File: src/rtl/feed_supply_pkg.sv
package feed_supply_pkg;

  localparam int CH_BITS = 5;

  // Stored control word of one channel, enable in the LSB.
  typedef struct packed {
    logic iHigh;
    logic toneCont;
    logic lossComp;
    logic lvlHigh;
    logic en;
  } chanBits_t;

  // Strobes from control to datapath.
  typedef struct packed {
    logic wipe;
    logic load;
    logic phaseFlip;
  } ctrlStrobe_t;

endpackage

File: src/rtl/feed_supply_ctrl_unit.sv
module feed_supply_ctrl_unit
  import feed_supply_pkg::*;
#(
  parameter int NUM_CH    = 2,
  parameter int TONE_HALF = 1136,
  parameter int ADDR_W    = 1
) (
  input  logic              clk,
  input  logic              rst_n,
  input  logic              wrEn,
  input  logic [ADDR_W-1:0] addr,
  input  logic              overTemp,
  output ctrlStrobe_t       strobe
);

  localparam int CNT_W = (TONE_HALF > 1) ? $clog2(TONE_HALF) : 1;
  localparam logic [CNT_W-1:0] DIV_LAST = CNT_W'(TONE_HALF - 1);

  logic [CNT_W-1:0] divCnt;
  logic             addrOk;

  always_ff @(posedge clk or negedge rst_n) begin
    if (!rst_n) begin
      divCnt <= '0;
    end else if (divCnt == DIV_LAST) begin
      divCnt <= '0;
    end else begin
      divCnt <= divCnt + 1'b1;
    end
  end

  assign addrOk = ({1'b0, addr} < (ADDR_W + 1)'(NUM_CH));

  always_comb begin
    strobe.phaseFlip = (divCnt == DIV_LAST);
    strobe.wipe      = overTemp;
    strobe.load      = wrEn & ~overTemp & addrOk;
  end

endmodule

File: src/rtl/feed_supply_datapath.sv
module feed_supply_datapath
  import feed_supply_pkg::*;
#(
  parameter int NUM_CH = 2,
  parameter int ADDR_W = 1
) (
  input  logic                      clk,
  input  logic                      rst_n,
  input  ctrlStrobe_t               strobe,
  input  logic [ADDR_W-1:0]         addr,
  input  logic [CH_BITS-1:0]        wrData,
  input  logic [NUM_CH-1:0]         toneKey,
  input  logic [NUM_CH-1:0]         sel18Pin,
  output logic [CH_BITS-1:0]        rdData,
  output logic [NUM_CH-1:0]         convEn,
  output logic [NUM_CH-1:0]         curHigh,
  output logic [2*NUM_CH-1:0]       voltCode,
  output logic [NUM_CH-1:0]         toneOut,
  output logic                      phase,
  output logic [NUM_CH*CH_BITS-1:0] ctrlFlat
);

  chanBits_t chanRegs [NUM_CH];

  always_ff @(posedge clk or negedge rst_n) begin
    if (!rst_n) begin
      phase <= 1'b0;
    end else if (strobe.phaseFlip) begin
      phase <= ~phase;
    end
  end

  for (genvar c = 0; c < NUM_CH; c++) begin : g_chan
    always_ff @(posedge clk or negedge rst_n) begin
      if (!rst_n) begin
        chanRegs[c] <= '0;
      end else if (strobe.wipe) begin
        chanRegs[c] <= '0;
      end else if (strobe.load && (int'(addr) == c)) begin
        chanRegs[c] <= chanBits_t'(wrData);
      end
    end

    assign convEn[c]          = chanRegs[c].en;
    assign curHigh[c]         = chanRegs[c].iHigh;
    assign voltCode[2*c+1]    = chanRegs[c].lvlHigh | sel18Pin[c];
    assign voltCode[2*c]      = chanRegs[c].lossComp;
    assign toneOut[c]         = phase & (chanRegs[c].toneCont | toneKey[c]);
    assign ctrlFlat[c*CH_BITS +: CH_BITS] = chanRegs[c];
  end

  always_comb begin
    rdData = '0;
    for (int c = 0; c < NUM_CH; c++) begin
      if (int'(addr) == c) rdData = chanRegs[c];
    end
  end

endmodule

File: src/rtl/feed_supply_ctrl.sv
module feed_supply_ctrl
  import feed_supply_pkg::*;
#(
  parameter int NUM_CH    = 2,
  parameter int TONE_HALF = 1136,
  localparam int ADDR_W   = (NUM_CH > 1) ? $clog2(NUM_CH) : 1
) (
  input  logic                clk,
  input  logic                rst_n,
  input  logic                wrEn,
  input  logic [ADDR_W-1:0]   addr,
  input  logic [CH_BITS-1:0]  wrData,
  output logic [CH_BITS-1:0]  rdData,
  input  logic                overTemp,
  input  logic [NUM_CH-1:0]   toneKey,
  input  logic [NUM_CH-1:0]   sel18Pin,
  output logic [NUM_CH-1:0]   convEn,
  output logic [NUM_CH-1:0]   curHigh,
  output logic [2*NUM_CH-1:0] voltCode,
  output logic [NUM_CH-1:0]   toneOut
);

  ctrlStrobe_t                strobe;
  logic                       phase;
  logic [NUM_CH*CH_BITS-1:0]  ctrlFlat;

  feed_supply_ctrl_unit #(
    .NUM_CH(NUM_CH), .TONE_HALF(TONE_HALF), .ADDR_W(ADDR_W)
  ) ctrl_i (
    .clk(clk), .rst_n(rst_n), .wrEn(wrEn), .addr(addr),
    .overTemp(overTemp), .strobe(strobe)
  );

  feed_supply_datapath #(
    .NUM_CH(NUM_CH), .ADDR_W(ADDR_W)
  ) dp_i (
    .clk(clk), .rst_n(rst_n), .strobe(strobe), .addr(addr),
    .wrData(wrData), .toneKey(toneKey), .sel18Pin(sel18Pin),
    .rdData(rdData), .convEn(convEn), .curHigh(curHigh),
    .voltCode(voltCode), .toneOut(toneOut), .phase(phase),
    .ctrlFlat(ctrlFlat)
  );

endmodule

File: config.mk
export PLATFORM = sky130hd
export DESIGN_NAME = feed_supply_ctrl
export DESIGN_NICKNAME = d
export VERILOG_FILES = /design/src/rtl/feed_supply_pkg.sv /design/src/rtl/feed_supply_ctrl_unit.sv /design/src/rtl/feed_supply_datapath.sv /design/src/rtl/feed_supply_ctrl.sv
export SDC_FILE = /design/constraint.sdc
export NUM_CORES = 1
export LEC_CHECK = 0
export BUFFER_PORTS_ARGS = -buffer_cell sky130_fd_sc_hd__buf_2
export CORE_MARGIN = 8
export CORE_UTILIZATION = 55
export CTS_CLUSTER_DIAMETER = 120
export DETAILED_ROUTE_END_ITERATION = 6
export HOLD_SLACK_MARGIN = 0.15
export MAX_ROUTING_LAYER = met4
export PLACE_DENSITY = 0.83
export SLEW_MARGIN = 20
export SYNTH_ARGS = -nofsm -noshare
export SYNTH_HDL_FRONTEND = slang
export SYNTH_SLANG_ARGS = --single-unit
File: constraint.sdc
create_clock -name clk -period 3 [get_ports clk]
set_input_delay 0.6 -clock clk [delete_from_list [all_inputs] [get_ports clk]]
set_output_delay 0.6 -clock clk [all_outputs]
set_load 0.005 [all_outputs]
==> results of run 1 <==
[registers in the layout, indices dropped and copies added, names as in the netlist]
signal / flops
dp_i.phase: 1
ctrl_i.divCnt: 11
dp_i.convEn: 2
dp_i.ctrlFlat: 8
[metrics by stage]
step	setup WS [ns]	std cells	instance area (um^2)
final	1.08	154	1270
after global routing	1.04	154	1270
after CTS	1.08	154	1270
after detailed placement	1.09	150	1210
after global placement	1.11	150	1210
after floorplan	1.14	104	1100
[where the power goes]
part / internal, mW / switching, mW / leakage [nW]
clock network: 0.135 / 0.0917 / 0.0279
registers: 0.302 / 0.00429 / 0.289
logic: 0.0228 / 0.0270 / 0.342
total: 0.460 / 0.123 / 0.659
[area by class of cell]
cell class,count,share of cell area [%]
Multi-Input combinational cell,70,37.7
Clock inverter,1,2.37
Tap cell,27,2.67
Sequential cell,22,43.5
Clock buffer,3,1.78
Timing Repair Buffer,28,11.1
Inverter,3,0.889
[kinds of logic (layout without fill, tap and decap cells)]
logic type / count (synthesis) / after routing / synth area share, %
fa+ha+maj: 1 / 1 / 1.14
xor+xnor: 7 / 7 / 5.59
mux: 10 / 10 / 9.70
buf+inv: 12 / 35 / 6.16
compound gates: 15 / 15 / 8.22
simple gates: 37 / 37 / 19.0
flops: 22 / 22 / 50.2
[cell usage in the layout, fill, tap and decap left out, types with 5 or more instances in the layout]
| master | count |
|---|---|
| mux2_2 | 5 |
| dfrtp_1 | 22 |
| mux2i_1 | 5 |
| nand2_1 | 8 |
| xor2_1 | 5 |
| buf_2 | 28 |
| a21oi_1 | 7 |
| nor2_1 | 8 |
| nand3_1 | 7 |
[final timing paths]
check	to	slack, ns	depth (start not counted)	start
max	rdData[4]	1.08	3	addr
min reg2reg	ctrl_i.divCnt[0]	0.50	1	ctrl_i.divCnt[0]
min	dp_i.ctrlFlat[4]	0.22	1	rst_n
min in group clk	ctrl_i.divCnt[0]	0.50	1	ctrl_i.divCnt[0]
max reg2reg	dp_i.phase	1.51	4	ctrl_i.divCnt[0]
max in group asynchronous	ctrl_i.divCnt[2]	2.45	1	rst_n
[routing by layer]
metal / part of all wire [%] / wire (um)
met1: 44 / 987
met3: 4.7 / 106
met2: 50 / 1140
met4: 1.5 / 35
met5: 0 / 0
[critical path, delay by kind of cell]
| kind | cells | cell delay [ns] |
|---|---|---|
| buf+inv | 2 | 0.35 |
| mux | 1 | 0.36 |
==> results by group, run 1 <==
Synthesis
  • Top cell type by total area after synthesis: dfrtp_1
  • Synthesized area per cell: 10.5 um^2
  • Top-area cell type share of the netlist area: 50.2%
  • YS warnings: 0
  • Synth Register Bits: 22
  • Synth top cells by count: dfrtp_1, nand2_1, nor2_1
  • Ranking of synthesized cells by area: dfrtp_1, mux2_2, mux2i_1
  • Synthesized area: 1100 um^2
  • Netlist cell types: 31
  • Cell with the most instances after synthesis: dfrtp_1
  • Synth Net Count: 119
  • Register area share after synthesis: roughly half
  • Main synth FF type: dfrtp_1
  • FFs w/ async S/R, synth: 100%
  • Number of enable flip-flop cells after synthesis: 0
  • Synth Instances: 104

Power and ir drop
  • Pwr dens: approximately 460 nW/um^2
  • Final Power: 0.584 mW
  • Max IR drop VDD: ~0.00026 V
  • Static Leak: 0.659 nW

Critical path
  • CP most frequent cell: buf_2
  • CP Cell Sequence: buf_2, mux2_2, buf_2
  • Crit Path Max Fanout: 12
  • Worst path max stage delay: approximately 0.36 ns
  • CP endpoint kind: output port
  • Setup crit start kind: input port
  • CP required: between 2 and 2.5 ns
  • Worst path arrival time: around 1.3 ns
  • Worst path slowest cell: mux2_2
  • Critical Setup Path Class: input port to output port

Drt
  • Post-detailed-route count of antenna-violating nets: 0
  • Routed wire length: ~2300 um
  • Drt initial violations: 10
  • Detail-routed via count per cell: 5.48
  • TritonRoute pass-1 iters: 4
  • Drc violations: 0
  • Vias: ~840
  • Drt wl/cell: 14.7 um

Clock network
  • Clock Latency Late Sink: roughly 0.31 ns
  • # clock sinks: 22
  • CTS Hold Bufs: 0
  • Clk pin slew, worst setup/hold paths: 0.12 ns
  • Clock buffer depth: 2
  • H-tree depth: 1
  • Clock buffer count from CTS: 3
  • CTS tree: built
  • Post-CTS resize count: 0
  • Post-CTS Setup Bufs: 0
  • Root buffer cell: clkbuf_4

Global route
  • GRT met3 Usage: approximately 2.8%
  • GRT met2 Usage: 24.9%
  • Vias in the first global route: 895
  • Largest net degree at the start of global routing: 23
  • GRT overflow: 0
  • First-pass GRT wire length: between 3000 and 4000 um
  • Busiest layer in global routing: met2
  • Antenna violations before repair: 0
  • GRT Overall Usage: about 14%
  • M1 GR Usage: between 10 and 15%

STA
  • Max-slew violation count: 0
  • Worst slew pin tran: 0.478 ns
  • Worst Skew: 0.00397 ns
  • RSZ-0062 raised after global routing: false
  • Max Fclk: 522 MHz
  • Hold slack: 0.220 ns
  • Final period util: approximately 64%
  • Fin. Hold Viols: 0
  • Setup TNS: 0 ns
  • Worst relative slew slack: 68.1%
  • Fin crit period: roughly 1.9 ns
  • Setup violators final: 0

Floorplan
  • Die Width: between 60 and 70 um
  • Initial Util: 57.0%
  • Core Region: 1920 um^2
  • IO Count: 29
  • Core Rows: 16
  • Die Y: a little over 60 um
  • Die area: between 3000 and 4000 um^2

Placement
  • HPWL Detailed: 1690 um
  • GP Congestion: ~0.79
  • Buffers on Ports: 28

Flow run
  • Max-cap viol count: 0

Finish
  • Util after Layout: 65.9%
  • Synth-to-layout area growth: 15.5%
  • FF/Latch Area: 551 um^2
  • Nets: ~140
  • Layout cells sized above 1: 32.3%
  • Combined area of the multi-input logic cells: 478 um^2
  • Fill cell count: 165
  • Antenna cell count: 0

Min path
  • Min-Delay Path Class: input port to async pin

Run status
  • Status: completed
Power figures use the tool's default switching activity.
==> run 2: changes to the inputs <==
--- a/config.mk
+++ b/config.mk
@@ -7,12 +7,12 @@
 export LEC_CHECK = 0
 export BUFFER_PORTS_ARGS = -buffer_cell sky130_fd_sc_hd__buf_2
 export CORE_MARGIN = 8
-export CORE_UTILIZATION = 55
+export CORE_UTILIZATION = 46
 export CTS_CLUSTER_DIAMETER = 120
 export DETAILED_ROUTE_END_ITERATION = 6
 export HOLD_SLACK_MARGIN = 0.15
 export MAX_ROUTING_LAYER = met4
-export PLACE_DENSITY = 0.83
+export PLACE_DENSITY = 0.74
 export SLEW_MARGIN = 20
 export SYNTH_ARGS = -nofsm -noshare
 export SYNTH_HDL_FRONTEND = slang
==> constraint.sdc (replaced) <==
create_clock -name clk -period 1.7 [get_ports clk]
set_input_delay 0.34 -clock clk [delete_from_list [all_inputs] [get_ports clk]]
set_output_delay 0.34 -clock clk [all_outputs]
set_load 0.005 [all_outputs]
==> run 2 against run 1 <==
Effect of this change:
- non-clock buffer count up 1
- final cell count up 1.3%
- worst setup slack worse by 0.84 ns
- global-route usage down 1.8 points
- sequential share of layout area down 0.38 points
- register-to-register slack worse by 1.3 ns
- sequential power up 77%
==> results by group, run 2 (synthesized netlist as in run 1, its figures left out) <==
Critical path
  • Crit path depth: 2
  • CP endpoint kind: output port
  • Worst path arrival time: 1.12 ns
  • R2R Setup Slk: 0.24 ns
  • Worst path slowest cell: dfrtp_1
  • Critical Setup Path Class: flop to output port
  • Worst path max stage delay: 0.42 ns
  • R2R Path Start: ctrl_i.divCnt[0]
  • Buf/Inv on CP: 1
  • Critical Path Source: dp_i.ctrlFlat[4]
  • Worst setup path endpoint: rdData[4]
  • Crit Path Max Fanout: 3
  • Setup crit start kind: flop
  • Reg2Reg Depth: 4
  • Top delay family on crit path: flip-flops
  • R2R Path End: dp_i.phase
  • CP Cell Sequence: mux2_2, buf_2
  • CP required: between 1 and 1.5 ns

Min path
  • Hold Path Origin: wrData[2]
  • Min-Delay Path Class: input port to flop

Clock network
  • # clock sinks: 22
  • Root buffer cell: clkbuf_4
  • CTS tree: built
  • Clock Latency Late Sink: 0.30 ns
  • H-tree depth: 1
  • Post-CTS resize count: 0
  • Clock buffer depth: 2
  • Clk pin slew, worst setup/hold paths: 0.12 ns
  • Clock buffer count from CTS: 3

Drt
  • Post-detailed-route count of antenna-violating nets: 0
  • Drc violations: 0
  • Drt initial violations: 31
  • Vias: roughly 830
  • TritonRoute pass-1 iters: 5
  • Drt wl/cell: 14.3 um
  • Detail-routed via count per cell: 5.31
  • Routed wire length: approximately 2200 um

Finish
  • Nets: 144
  • Antenna cell count: 0
  • Max FFs per register: 11
  • Top reg by flops: ctrl_i.divCnt
  • Synth-to-layout area growth: 16.6%
  • Commonest non-fill, non-tap cells in the layout: buf_2, dfrtp_1, nand2_1, nor2_1
  • Util after Layout: between 50% and 60%
  • Most common cell after layout, fill and taps aside: buf_2
  • Layout cells sized above 1: 32.0%

STA
  • Max Fclk: a little under 700 MHz
  • Setup violators final: 0
  • RSZ-0062 raised after global routing: false
  • Worst Skew: about 0.008 ns
  • Setup TNS: 0 ns
  • Fin. Hold Viols: 0
  • Fin crit period: 1.46 ns
  • Worst relative slew slack: 67.3%
  • Max-slew violation count: 0
  • Worst slew pin tran: 0.490 ns
  • Final period util: 85.9%

Floorplan
  • Die area: roughly 4200 um^2
  • Initial Util: between 40% and 50%
  • Die Y: 64.8 um
  • Core Region: 2230 um^2
  • IO Count: 29
  • Die Width: 64.8 um
  • Core Rows: 17

Placement
  • HPWL Detailed: 1720 um
  • GP Congestion: 0.819
  • Buffers on Ports: 28

Global route
  • GRT overflow: 0
  • Antenna violations before repair: 0
  • GRT Overall Usage: 12.3%
  • Vias in the first global route: 870
  • First-pass GRT wire length: between 4000 and 5000 um
  • Largest net degree at the start of global routing: 23

Power and ir drop
  • Pwr dens: 801 nW/um^2
  • Static Leak: 0.663 nW
  • Max IR drop VDD: 0.000594 V

Flow run
  • Max-cap viol count: 0

Run status
  • Status: completed
==> run 2: changes by cell type in the layout (fill, tap and decap cells not counted), sizes merged <==
cell and delta:
dlygate4sd3 +1
==> run 2: worst min path at each step <==
| stage | to | slack [ns] | depth (start not counted) |
|---|---|---|---|
| after detailed placement | ctrl_i.divCnt[3] | 0.33 | 1 |
| after global placement | ctrl_i.divCnt[3] | 0.32 | 1 |
| final | dp_i.ctrlFlat[7] | 0.27 | 3 |
| after floorplan | ctrl_i.divCnt[0] | 0.04 | 0 |
| after CTS | dp_i.ctrlFlat[7] | 0.26 | 3 |
| after global routing | dp_i.ctrlFlat[7] | 0.26 | 3 |
==> run 2: report_power, final <==
| group | switching (mW) | internal [mW] |
|---|---|---|
| clock | 0.154 | 0.238 |
| sequential | 0.00783 | 0.534 |
| combinational | 0.0475 | 0.0418 |
==> run 2: repair_timing <==
item / in CTS / in global routing
setup buffers: 0 / 0
hold buffers: 1 / 0
endpoints found under the hold margin: 22 / 0
==> run 2: metal layers <==
layer / GRT usage (%) / part of all wire [%] / routed length, um / up-vias
met3: 2.92 / 5.2 / 117 / 6
met1: 12.9 / 42 / 941 / 395
met5: - / 0 / 0 / -
met2: 21.2 / 51 / 1140 / 21
met4: 5.72 / 1.6 / 35 / 0
li1: - / - / - / 407
==> run 2: layout make-up <==
| class | instances | area, um^2 |
|---|---|---|
| Sequential cell | 22 | 551 |
| Tap cell | 28 | 35.0 |
| Fill cell | 206 | 956 |
| Clock inverter | 1 | 30.0 |
| Clock buffer | 3 | 22.5 |
| Inverter | 3 | 11.3 |
| Timing Repair Buffer | 29 | 150 |
| Multi-Input combinational cell | 70 | 478 |
==> run 2: through the flow <==
step | hold WS [ns] | power [mW] | cells | worst slack (ns) | instance area (um^2)
global placement | 0.320 | 0.637 | 151 | 0.308 | 1210
CTS | 0.261 | 1.04 | 156 | 0.209 | 1280
global route | 0.261 | 1.07 | 156 | 0.0931 | 1280
floorplan | 0.0444 | 0.598 | 104 | 0.360 | 1100
detailed placement | 0.327 | 0.641 | 151 | 0.233 | 1210
finish | 0.273 | 1.02 | 156 | 0.239 | 1280
==> run 2: worst reg2reg max path, stage by stage, from the launching register on <==
cell     delay [ns]
dfrtp_1        0.41
ha_1           0.22
nand3_2        0.14
nor4_4         0.44
xor2_1         0.18
